File: config.mk
export PLATFORM = sky130hd
export DESIGN_NAME = pcpwm_timer
export DESIGN_NICKNAME = d
export VERILOG_FILES = /design/src/rtl/pcpwm_pkg.sv /design/src/rtl/pcpwm_prescaler.sv /design/src/rtl/pcpwm_counter.sv /design/src/rtl/pcpwm_channel.sv /design/src/rtl/pcpwm_timer.sv
export SDC_FILE = /design/constraint.sdc
export NUM_CORES = 1
export LEC_CHECK = 0
export BUFFER_PORTS_ARGS = -buffer_cell sky130_fd_sc_hd__buf_2
export CORE_ASPECT_RATIO = 2
export CORE_MARGIN = 2
export CORE_UTILIZATION = 59
export CTS_CLUSTER_DIAMETER = 30
export CTS_CLUSTER_SIZE = 10
export DETAILED_ROUTE_END_ITERATION = 6
export PLACE_DENSITY_LB_ADDON = 0.08
export SLEW_MARGIN = 30
export SYNTH_ARGS = -nofsm -noshare
export SYNTH_HDL_FRONTEND = slang
export SYNTH_SLANG_ARGS = --single-unit
export TNS_END_PERCENT = 50
File: constraint.sdc
create_clock -name clk -period 4.3 [get_ports clk]
set_input_delay 0 -clock clk [delete_from_list [all_inputs] [get_ports clk]]
set_output_delay 0 -clock clk [all_outputs]
set_load 0.01 [all_outputs]
File: src/rtl/pcpwm_pkg.sv
package pcpwm_pkg;

  localparam int PRE_MAX = 1024;
  localparam int PRE_W   = $clog2(PRE_MAX) + 1;

  // Divide ratio for a rate select code; zero means stopped.
  function automatic logic [PRE_W-1:0] presc_div(input logic [2:0] code);
    case (code)
      3'd1:    return PRE_W'(1);
      3'd2:    return PRE_W'(8);
      3'd3:    return PRE_W'(64);
      3'd4:    return PRE_W'(256);
      3'd5:    return PRE_W'(1024);
      default: return PRE_W'(0);
    endcase
  endfunction

  // Next non-inverted level of a channel on a counter step.
  function automatic logic next_level(input logic cur, input logic hit,
                                      input logic rising, input logic at_top,
                                      input logic at_bot, input logic cmp_is_top,
                                      input logic tog);
    if (tog)            return hit ? ~cur : cur;
    else if (at_top)    return cmp_is_top;
    else if (hit)       return (rising || at_bot) ? 1'b0 : 1'b1;
    else                return cur;
  endfunction

endpackage

File: src/rtl/pcpwm_prescaler.sv
module pcpwm_prescaler
  import pcpwm_pkg::*;
(
  input  logic       clk,
  input  logic       rst_n,
  input  logic [2:0] sel,
  output logic       tick
);

  logic [2:0]       sel_q;
  logic [PRE_W-1:0] pcnt;
  logic [PRE_W-1:0] div;
  logic             restart;

  assign div     = presc_div(sel);
  assign restart = (sel != sel_q);
  assign tick    = (div != '0) && !restart && (pcnt == div - 1'b1);

  always_ff @(posedge clk) begin
    if (!rst_n) begin
      sel_q <= '0;
      pcnt  <= '0;
    end else begin
      sel_q <= sel;
      if (restart || div == '0 || tick) pcnt <= '0;
      else                              pcnt <= pcnt + 1'b1;
    end
  end

  // a stopped select never yields a step
  assert_stop_no_tick_R1: assert property (@(posedge clk) disable iff (!rst_n)
    (sel == 3'd0) |-> !tick);

endmodule

File: src/rtl/pcpwm_counter.sv
module pcpwm_counter #(
  parameter int W = 8
) (
  input  logic         clk,
  input  logic         rst_n,
  input  logic         tick,
  output logic [W-1:0] arr_val,
  output logic         arr_up,
  output logic         arr_top,
  output logic         arr_bot,
  output logic         bot_flag
);

  localparam logic [W-1:0] MAXV = '1;

  logic [W-1:0] cnt;
  logic         up;

  always_comb begin
    arr_up  = up;
    arr_val = up ? cnt + 1'b1 : cnt - 1'b1;
    arr_top = (arr_val == MAXV);
    arr_bot = (arr_val == '0);
  end

  always_ff @(posedge clk) begin
    if (!rst_n) begin
      cnt      <= '0;
      up       <= 1'b1;
      bot_flag <= 1'b0;
    end else begin
      bot_flag <= tick && arr_bot;
      if (tick) begin
        cnt <= arr_val;
        if (arr_top)      up <= 1'b0;
        else if (arr_bot) up <= 1'b1;
      end
    end
  end

  // top value held for one step, then descend
  assert_turn_at_top_R2: assert property (@(posedge clk) disable iff (!rst_n)
    (tick && cnt == MAXV) |=> (cnt == MAXV - 1'b1));

  // bottom flag only while the count sits at zero
  assert_flag_at_bottom_R2: assert property (@(posedge clk) disable iff (!rst_n)
    bot_flag |-> (cnt == '0));

endmodule

File: src/rtl/pcpwm_channel.sv
module pcpwm_channel
  import pcpwm_pkg::*;
#(
  parameter int W      = 8,
  parameter bit TOG_OK = 1'b0
) (
  input  logic         clk,
  input  logic         rst_n,
  input  logic         tick,
  input  logic [W-1:0] arr_val,
  input  logic         arr_up,
  input  logic         arr_top,
  input  logic         arr_bot,
  input  logic [W-1:0] cmp_in,
  input  logic         inv,
  input  logic         tog_req,
  input  logic         drv,
  output logic         wave,
  output logic         pin,
  output logic         match
);

  localparam logic [W-1:0] MAXV = '1;

  logic [W-1:0] cmp_act;
  logic [W-1:0] cmp_eff;
  logic         hit;
  logic         tog_mode;
  logic         level;
  logic         level_nxt;

  assign tog_mode  = tog_req & TOG_OK;
  assign cmp_eff   = arr_top ? cmp_in : cmp_act;
  assign hit       = (arr_val == cmp_eff);
  assign level_nxt = next_level(level, hit, arr_up, arr_top, arr_bot,
                                (cmp_in == MAXV), tog_mode);

  always_ff @(posedge clk) begin
    if (!rst_n) begin
      cmp_act <= '0;
      level   <= 1'b0;
      match   <= 1'b0;
    end else begin
      match <= tick && hit;
      if (tick) begin
        level <= level_nxt;
        if (arr_top) cmp_act <= cmp_in;
      end
    end
  end

  assign wave = level ^ inv;
  assign pin  = drv & wave;

  // no step, no change of level
  assert_hold_when_idle_R11: assert property (@(posedge clk) disable iff (!rst_n)
    !tick |=> $stable(level));

  // zero compare keeps the level low at the bottom
  assert_bottom_low_R5: assert property (@(posedge clk) disable iff (!rst_n)
    (tick && arr_bot && cmp_act == '0 && !tog_mode) |=> (level == 1'b0));

  // top arrival sets the rising-match level unless compare is top
  assert_top_level_R6: assert property (@(posedge clk) disable iff (!rst_n)
    (tick && arr_top && !tog_mode) |=> (level == $past(cmp_in == MAXV)));

  // match flag lasts a single clock
  assert_match_pulse_R10: assert property (@(posedge clk) disable iff (!rst_n)
    match |=> !match);

endmodule

File: src/rtl/pcpwm_timer.sv
module pcpwm_timer #(
  parameter int W = 8
) (
  input  logic         clk,
  input  logic         rst_n,
  input  logic [2:0]   rate_sel,
  input  logic [W-1:0] cmp_val_a,
  input  logic [W-1:0] cmp_val_b,
  input  logic         invert_a,
  input  logic         invert_b,
  input  logic         toggle_a,
  input  logic         drive_a,
  input  logic         drive_b,
  output logic         wave_a,
  output logic         wave_b,
  output logic         pin_a,
  output logic         pin_b,
  output logic         bottom_flag,
  output logic         match_a,
  output logic         match_b
);

  localparam int NCH = 2;

  logic         step_en;
  logic [W-1:0] arr_val;
  logic         arr_up;
  logic         arr_top;
  logic         arr_bot;

  logic [NCH-1:0][W-1:0] cmp_v;
  logic [NCH-1:0]        inv_v;
  logic [NCH-1:0]        tog_v;
  logic [NCH-1:0]        drv_v;
  logic [NCH-1:0]        wave_v;
  logic [NCH-1:0]        pin_v;
  logic [NCH-1:0]        match_v;

  assign cmp_v = {cmp_val_b, cmp_val_a};
  assign inv_v = {invert_b, invert_a};
  assign tog_v = {1'b0, toggle_a};
  assign drv_v = {drive_b, drive_a};

  pcpwm_prescaler u_pre (
    .clk  (clk),
    .rst_n(rst_n),
    .sel  (rate_sel),
    .tick (step_en)
  );

  pcpwm_counter #(.W(W)) u_cnt (
    .clk     (clk),
    .rst_n   (rst_n),
    .tick    (step_en),
    .arr_val (arr_val),
    .arr_up  (arr_up),
    .arr_top (arr_top),
    .arr_bot (arr_bot),
    .bot_flag(bottom_flag)
  );

  for (genvar i = 0; i < NCH; i++) begin : g_ch
    pcpwm_channel #(.W(W), .TOG_OK(i == 0)) u_ch (
      .clk    (clk),
      .rst_n  (rst_n),
      .tick   (step_en),
      .arr_val(arr_val),
      .arr_up (arr_up),
      .arr_top(arr_top),
      .arr_bot(arr_bot),
      .cmp_in (cmp_v[i]),
      .inv    (inv_v[i]),
      .tog_req(tog_v[i]),
      .drv    (drv_v[i]),
      .wave   (wave_v[i]),
      .pin    (pin_v[i]),
      .match  (match_v[i])
    );
  end

  assign wave_a  = wave_v[0];
  assign wave_b  = wave_v[1];
  assign pin_a   = pin_v[0];
  assign pin_b   = pin_v[1];
  assign match_a = match_v[0];
  assign match_b = match_v[1];

endmodule

==> results of run 1 <==
-- power groups by stage --
stage | Clock (uW) | Combinational, uW | Sequential [uW]
after detailed placement | 0 | 61.2 | 419
after CTS | 277 | 73.3 | 410
after global routing | 290 | 80.7 | 410
final | 274 | 74.4 | 410
after floorplan | 0 | 37.2 | 419
after global placement | 0 | 60.2 | 419
-- area by class of cell --
class / instances / area share
repair buffers: 56 / 0.109
clock buffers: 8 / 0.0256
multi-input cells: 313 / 0.582
flip-flops and latches: 44 / 0.250
inverters: 12 / 0.0128
well taps: 58 / 0.0206
-- worst reg2reg max path: cells and delay by family (launching register included) --
| family | cells | cell delay [ps] |
|---|---|---|
| multiplexers | 1 | 230 |
| AO/OA/AOI/OAI | 4 | 1360 |
| XOR/XNOR | 1 | 90 |
| AND/OR/NAND/NOR | 2 | 720 |
| buffers and inverters | 2 | 480 |
| adder cells (fa/ha/maj) | 1 | 440 |
| flip-flops | 1 | 510 |
-- registers in the layout, indices dropped and copies added (netlist names) --
signal and count:
u_cnt.cnt 8, u_pre.pcnt 11, g_ch.u_ch.level 2, u_cnt.bot_flag 1
u_pre.sel_q 3, g_ch.u_ch.cmp_act 16, g_ch.u_ch.match 2, u_cnt.arr_up 1
-- layout by cell type (no fill, tap or decap), drive strengths merged, types with 2 or more instances in the layout --
master | synthesis | routed
o31a | 2 | 2
nand2b | 2 | 2
a2111oi | 2 | 2
and3 | 10 | 10
and2 | 6 | 6
o21a | 2 | 2
clkbuf | 11 | 8
xnor2 | 11 | 11
a21oi | 31 | 31
or3b | 2 | 2
ha | 11 | 11
a211oi | 8 | 8
dfxtp | 44 | 44
nor4 | 4 | 4
dlygate4sd3 | 0 | 17
xor2 | 15 | 15
a211o | 2 | 2
or2 | 4 | 4
nor3b | 2 | 2
nand3 | 17 | 17
a22oi | 2 | 2
o2111ai | 4 | 4
and4 | 3 | 3
inv | 11 | 11
o21ai | 15 | 15
buf | 7 | 39
nor3 | 9 | 9
nand2 | 60 | 60
mux2 | 7 | 7
o311ai | 2 | 2
a221oi | 2 | 2
nand4 | 9 | 9
mux2i | 11 | 11
nor2 | 32 | 32
or3 | 7 | 7
o211ai | 4 | 4
-- logic make-up (layout without fill, tap and decap cells) --
kind of cell               Yosys count  in the layout  synth area share
AOI/OAI and AO/OA                   84             84             0.185
buffers and inverters               30             76            0.0465
adders and majority gates           12             12            0.0513
and+or+nand+nor                    173            173             0.292
xor gates and xnor gates            26             26            0.0766
muxes                               18             18            0.0615
DFF                                 44             44             0.287
-- worst paths after layout --
kind | startpoint | endpoint | slack [ps]
max | u_cnt.arr_up | g_ch[0].u_ch.match | 410
min | rate_sel[0] | u_pre.sel_q[0] | 30
max reg2reg | u_cnt.arr_up | g_ch[0].u_ch.match | 410
min reg2reg | g_ch[0].u_ch.cmp_act[0] | g_ch[0].u_ch.cmp_act[0] | 460
-- metrics by stage --
step | util | setup WS [ps] | std cells | total power (uW)
2_1_floorplan | - | 949 | 387 | 456
3_3_place_gp | 0.640 | 504 | 466 | 479
3_5_place_dp | 0.640 | 486 | 466 | 480
4_1_cts | 0.691 | 453 | 491 | 760
5_1_grt | 0.691 | 77.7 | 491 | 780
6_report | 0.691 | 410 | 491 | 758
-- cells in the mapped netlist, types with 2 or more instances --
cell and number:
nor3_1 8, buf_2 3, o2111ai_1 4, a211oi_1 5, o211ai_1 4, a211oi_2 3
clkbuf_1 11, o21ai_0 14, buf_6 3, nor2_1 32, xnor2_1 10, a21oi_1 31
inv_1 11, and3_1 9, nand3_1 17, and2_1 6, and4_1 3, nand4_1 7
nor4_1 4, dfxtp_1 44, ha_1 11, o21a_1 2, xor2_1 15, mux2_1 2
o31a_1 2, nand4_2 2, nand2_1 60, a22oi_1 2, or2_2 3, mux2_2 5
nand2b_1 2, mux2i_1 11, or3_1 6, a2111oi_0 2, a211o_1 2
-- repair_timing --
| item | CTS | global route |
|---|---|---|
| setup endpoints to repair | 0 | 0 |
| hold buffers | 17 | 0 |
| setup buffers | 0 | 0 |
| endpoints found under the hold margin | 17 | 0 |
-- metal layers --
metal | up-vias | GRT usage
met4 | 0 | 0.287
met5 | - | 0
met1 | 1419 | 0.341
met2 | 111 | 0.584
met3 | 46 | 0.104
li1 | 1478 | -
==> results.md, run 1 <==
* Initial antenna violation count at 0
* Wirelength, routed at 9.35 mm
* Async set-reset flop share out of synthesis at 0
* Power share of the combinational group at 0.098
* Pwr per Cell Area at 215 nW/um^2
* CTS resizes at 0
* Total CTS buffers at 5
* Largest net degree at the start of global routing at 27
* Yosys warns at 0
* # fillers at 461
* Total number of vias at 3054
* Outcome: complete, no violations
* Yosys top cell area share at 0.287
* All-layer global routing usage at 0.356
* MaxCap Viol Count at 0
* Number of global-route vias before repair at 3017
* Met2 wire length at 4.94 mm
* Setup TNS at 0 ps
* Pint at 575 uW
* Fmax at 0.257 GHz
* Buf/Inv on CP at 2
* Nets at 470
* Area of the multi-input gates at 2050 um^2
* Die Y at 106 um
* Sw Share at 0.242
* Residual DRC count at 0
* CP startpoint kind: register
* Placed instance area at 3260 um^2
* Slowest stage cell on the critical path: dfxtp_1
* Congestion Overflow GR at 0
* LEAKAGE at 0.00137 uW
* Clock share of power at 0.362
* Reg power frac at 0.540
* Leading area contributor after synthesis: dfxtp_1
* Delay-heaviest family, CP: compound AO/OA/AOI/OAI gates
* WHS at 31.2 ps
* Sequential cell area at 881 um^2
* Detailed placement HPWL at 7.01 mm
* WP data arrival at 4140 ps
* Worst Skew at 6.56 ps
* Num rows at 37
* WP data required at 4550 ps
* Synth Cell Area at 3070 um^2
* RSZ-0062 raised after global routing: false
* Gpl congestion at 0.930
* Crit end category: register
* Post-DR wirelength/cell at 19.0 um
* Wl on met1 at 3.22 mm
* Clk sink count at 44
* Post-route ant nets at 0
* Ys flop type: dfxtp_1
* Critical path class: register to register
* CP dominant cell by count: o21ai_0
* Die area at 5830 um^2
* Tcrit/Tclk final at 0.905
* Hold path depth at 2
* Finished layout cell area at 3520 um^2
* IO Count at 33
* Levels on crit path at 11
* EDFF count, synth at 0
* Core Region at 5090 um^2
* Endpoints failing setup at 0
* Hold Crit Class: primary input to register
* First-pass GRT wire length at 14.9 mm
* Synthesized Nets at 425
* Proportion of layout cells with a drive suffix above 1 at 0.162
* Drt first pass iters at 4
* Slew Limit Headroom at 0.490
* Latest clock arrival within the worst-skew pair at 310 ps
* Final min period at 3890 ps
* Worst VDD drop at 0.290 mV
* Fin. Hold Viols at 0
* Area Growth Syn to Fin at 14.6%
* Sw Pwr at 184 uW
* Port bufs at 32
* Yosys reg bits at 44
* Slew Limit Fails at 0
* Number of inserted diodes at 0
* Cells after Synth at 387
* Crit Path Max Fanout at 10
* R2R depth at 11
* Library cells used by synthesis at 66
* Initial DRC count at 124
* Register area share after synthesis at 0.287
* Clk root buf: clkbuf_8
* Slew @ Worst Pin at 761 ps
* Initial Util at 0.603
* CP max stage delay at 510 ps
* Worst-path clk slew at 80 ps
* CTS H-tree lvls at 2
* Top sig layer: met4
* Synth top area cells: dfxtp_1 (29%), nand2_1 (7.3%), a21oi_1 (5.1%)
* CTS tree: built
* Post-synthesis average cell area at 7.93 um^2
* CP Cell Sequence: inv_1 > ha_1 > o21ai_0 > o21ai_0 > o211ai_1 > nor3_4 > buf_4 > mux2i_1 > xnor2_1 > a2111oi_0 > and4_1
* Maximum buffer depth of the clock tree at 2
* Met3 routed WL at 454 um
* Die width at 55.0 um
* Via density at 6.22
Power figures use the tool's default switching activity.
==> run 2: changes to the inputs <==
REMOVE_ABC_BUFFERS = 1   (was default)
==> results.md, run 2 (synthesis gave the netlist of run 1 again) <==
* Via density at 6.33 (was 6.22)
* Slew Limit Headroom at 0.480 (was 0.490)
* Post-route ant nets at 0 (unchanged)
* Port bufs at 32 (unchanged)
* Most common cell after layout, fill and taps aside: nand2_1 (unchanged)
* Initial Util at 0.603 (unchanged)
* Maximum buffer depth of the clock tree at 2 (unchanged)
* R2R setup slack at 360 ps (was 410 ps)
* Dpl ws at 386 ps (was 486 ps)
* Hold Crit Class: primary input to register (unchanged)
* Cell Count, Final, Fillers Out at 490 (was 491)
* Slew @ Worst Pin at 775 ps (was 761 ps)
* Area Growth Syn to Fin at 14.7% (was 14.6%)
* Final Power at 767 uW (was 758 uW)
* Hold path depth at 2 (unchanged)
* Core Region at 5090 um^2 (unchanged)
* Critical R2R Capture: g_ch[1].u_ch.level (was g_ch[0].u_ch.match)
* Area of the multi-input gates at 2050 um^2 (about the same)
* Detailed placement HPWL at 7.09 mm (was 7.01 mm)
* PnR worst setup slack at 361 ps (was 410 ps)
* Die width at 55.0 um (unchanged)
* Setup TNS at 0 ps (unchanged)
* Worst Skew at 5.49 ps (was 6.56 ps)
* Congestion Overflow GR at 0 (unchanged)
* Top flop regs: g_ch.u_ch.cmp_act: 16 flops, u_pre.pcnt: 11 flops, u_cnt.cnt: 8 flops (unchanged)
* First-pass GRT wire length at 15.3 mm (was 14.9 mm)
* Worst-path clk slew at 90 ps (was 80 ps)
* Critical path class: register to register (unchanged)
* WP data arrival at 4160 ps (was 4140 ps)
* Hold Path End: u_pre.sel_q[2] (was u_pre.sel_q[0])
* MaxCap Viol Count at 0 (unchanged)
* Die area at 5830 um^2 (unchanged)
* Crit end category: register (unchanged)
* Clk sink count at 44 (unchanged)
* RSZ-0062 raised after global routing: false (unchanged)
* CP startpoint kind: register (unchanged)
* Num rows at 37 (unchanged)
* Post-DR wirelength/cell at 19.1 um (was 19.0 um)
* Commonest non-fill, non-tap cells in the layout: nand2_1 (60), dfxtp_1 (44), nor2_1 (32), buf_2 (32), a21oi_1 (31) (unchanged)
* Fin. Hold Viols at 0 (unchanged)
* CP Cell Sequence: inv_1 > ha_1 > o21ai_0 > a21oi_1 > o21ai_1 > or2_1 > nor4_1 > o311ai_1 > or4b_4 > o31a_1 > a221oi_2 (was inv_1 > ha_1 > o21ai_0 > o21ai_0 > o211ai_1 > nor3_4 > buf_4 > mux2i_1 > xnor2_1 > a2111oi_0 > and4_1)
* All-layer global routing usage at 0.366 (was 0.356)
* R2R depth at 11 (unchanged)
* Reg2Reg Launch Point: u_cnt.arr_up (unchanged)
* Max reg flops at 16 (unchanged)
* # fillers at 450 (was 461)
* Nets at 469 (was 470)
* Worst VDD drop at 0.364 mV (was 0.290 mV)
* Pwr per Cell Area at 218 nW/um^2 (was 215 nW/um^2)
* Total CTS buffers at 5 (unchanged)
* Endpoints failing setup at 0 (unchanged)
* Wirelength, routed at 9.37 mm (was 9.35 mm)
* IO Count at 33 (unchanged)
* Slowest stage cell on the critical path: or4b_4 (was dfxtp_1)
* Top reg by flops: g_ch.u_ch.cmp_act (unchanged)
* CP max stage delay at 580 ps (was 510 ps)
* Largest net degree at the start of global routing at 27 (unchanged)
* Drt first pass iters at 4 (unchanged)
* Crit Path Max Fanout at 9 (was 10)
* Residual DRC count at 0 (unchanged)
* WP data required at 4520 ps (was 4550 ps)
* LEAKAGE at 0.00136 uW (was 0.00137 uW)
* Total number of vias at 3102 (was 3054)
* CTS H-tree lvls at 2 (unchanged)
* Sequential cell area at 881 um^2 (unchanged)
* WHS at 22.8 ps (was 31.2 ps)
* Final min period at 3940 ps (was 3890 ps)
* CTS tree: built (unchanged)
* Critical hold path startpoint: rate_sel[2] (was rate_sel[0])
* Clk root buf: clkbuf_8 (unchanged)
* Initial antenna violation count at 0 (unchanged)
* Number of global-route vias before repair at 3202 (was 3017)
* Tcrit/Tclk final at 0.916 (was 0.905)
* Post-CTS Setup Bufs at 0 (unchanged)
* Die Y at 106 um (unchanged)
* Initial DRC count at 134 (was 124)
* Slew Limit Fails at 0 (unchanged)
* Placed cell count at 465 (was 466)
* Number of inserted diodes at 0 (unchanged)
* Fmax at 0.254 GHz (was 0.257 GHz)
* Proportion of layout cells with a drive suffix above 1 at 0.164 (was 0.162)
* Outcome: complete, no violations (unchanged)
* Gpl congestion at 0.978 (was 0.930)
* Latest clock arrival within the worst-skew pair at 320 ps (was 310 ps)
## run 2: cell count changes in the layout (fill, tap and decap cells not counted), sizes merged
cell      before  now
buf           39   38
clkbuf         8    7
clkinvlp       0    1
## run 2: worst max-delay path by stage
stage | slack [ps] | depth (start not counted) | startpoint | end
CTS | 340 | 12 | u_cnt.arr_up | g_ch[1].u_ch.level
finish | 360 | 11 | u_cnt.arr_up | g_ch[1].u_ch.level
global route | 70 | 12 | u_cnt.arr_up | g_ch[1].u_ch.level
global placement | 550 | 11 | u_cnt.arr_up | g_ch[1].u_ch.level
floorplan | 750 | 11 | u_cnt.cnt[0] | g_ch[1].u_ch.level
detailed placement | 390 | 12 | u_cnt.arr_up | g_ch[1].u_ch.level
## run 2: area by class of cell
| class | instances | area share |
|---|---|---|
| multi-input cells | 313 | 0.583 |
| flip-flops and latches | 44 | 0.250 |
| repair buffers | 55 | 0.107 |
| clock buffers | 7 | 0.0245 |
| well taps | 58 | 0.0206 |
| inverters | 12 | 0.0128 |
| clock inverters | 1 | 0.00213 |
## run 2: metrics by stage
stage	util	instance area, um^2
after floorplan	-	2970
after global placement	0.638	3250
after detailed placement	0.638	3250
after CTS	0.690	3510
after global routing	0.692	3520
final	0.692	3520
## run 2: worst max-delay path, delay by kind of cell, from the launching register on
| kind | cells | cell delay, ps |
|---|---|---|
| compound gates | 6 | 1280 |
| simple gates | 3 | 1240 |
| flops | 1 | 550 |
| fa+ha+maj | 1 | 550 |
| buf+inv | 1 | 210 |
## run 2: power by group
part           switching [uW]  total [uW]  internal, uW
clock network             151         282           131
logic                    40.4        75.3          34.8
registers               0.862         410           409
total                     192         767           574
## run 2: routing by layer
| layer | part of all wire | global-route usage | wire length (um) |
|---|---|---|---|
| met5 | 0 | 0 | 0 |
| met4 | 0.070 | 0.282 | 653 |
| met3 | 0.050 | 0.0969 | 468 |
| met2 | 0.56 | 0.626 | 5240 |
| met1 | 0.32 | 0.336 | 3000 |
## run 2: repair_timing
| action | 4_1_cts | 5_1_grt |
|---|---|---|
| hold endpoints to repair | 17 | 0 |
| hold buffers | 17 | 0 |
| resized for setup | 0 | 1 |
| endpoints found under the setup margin | 0 | 1 |
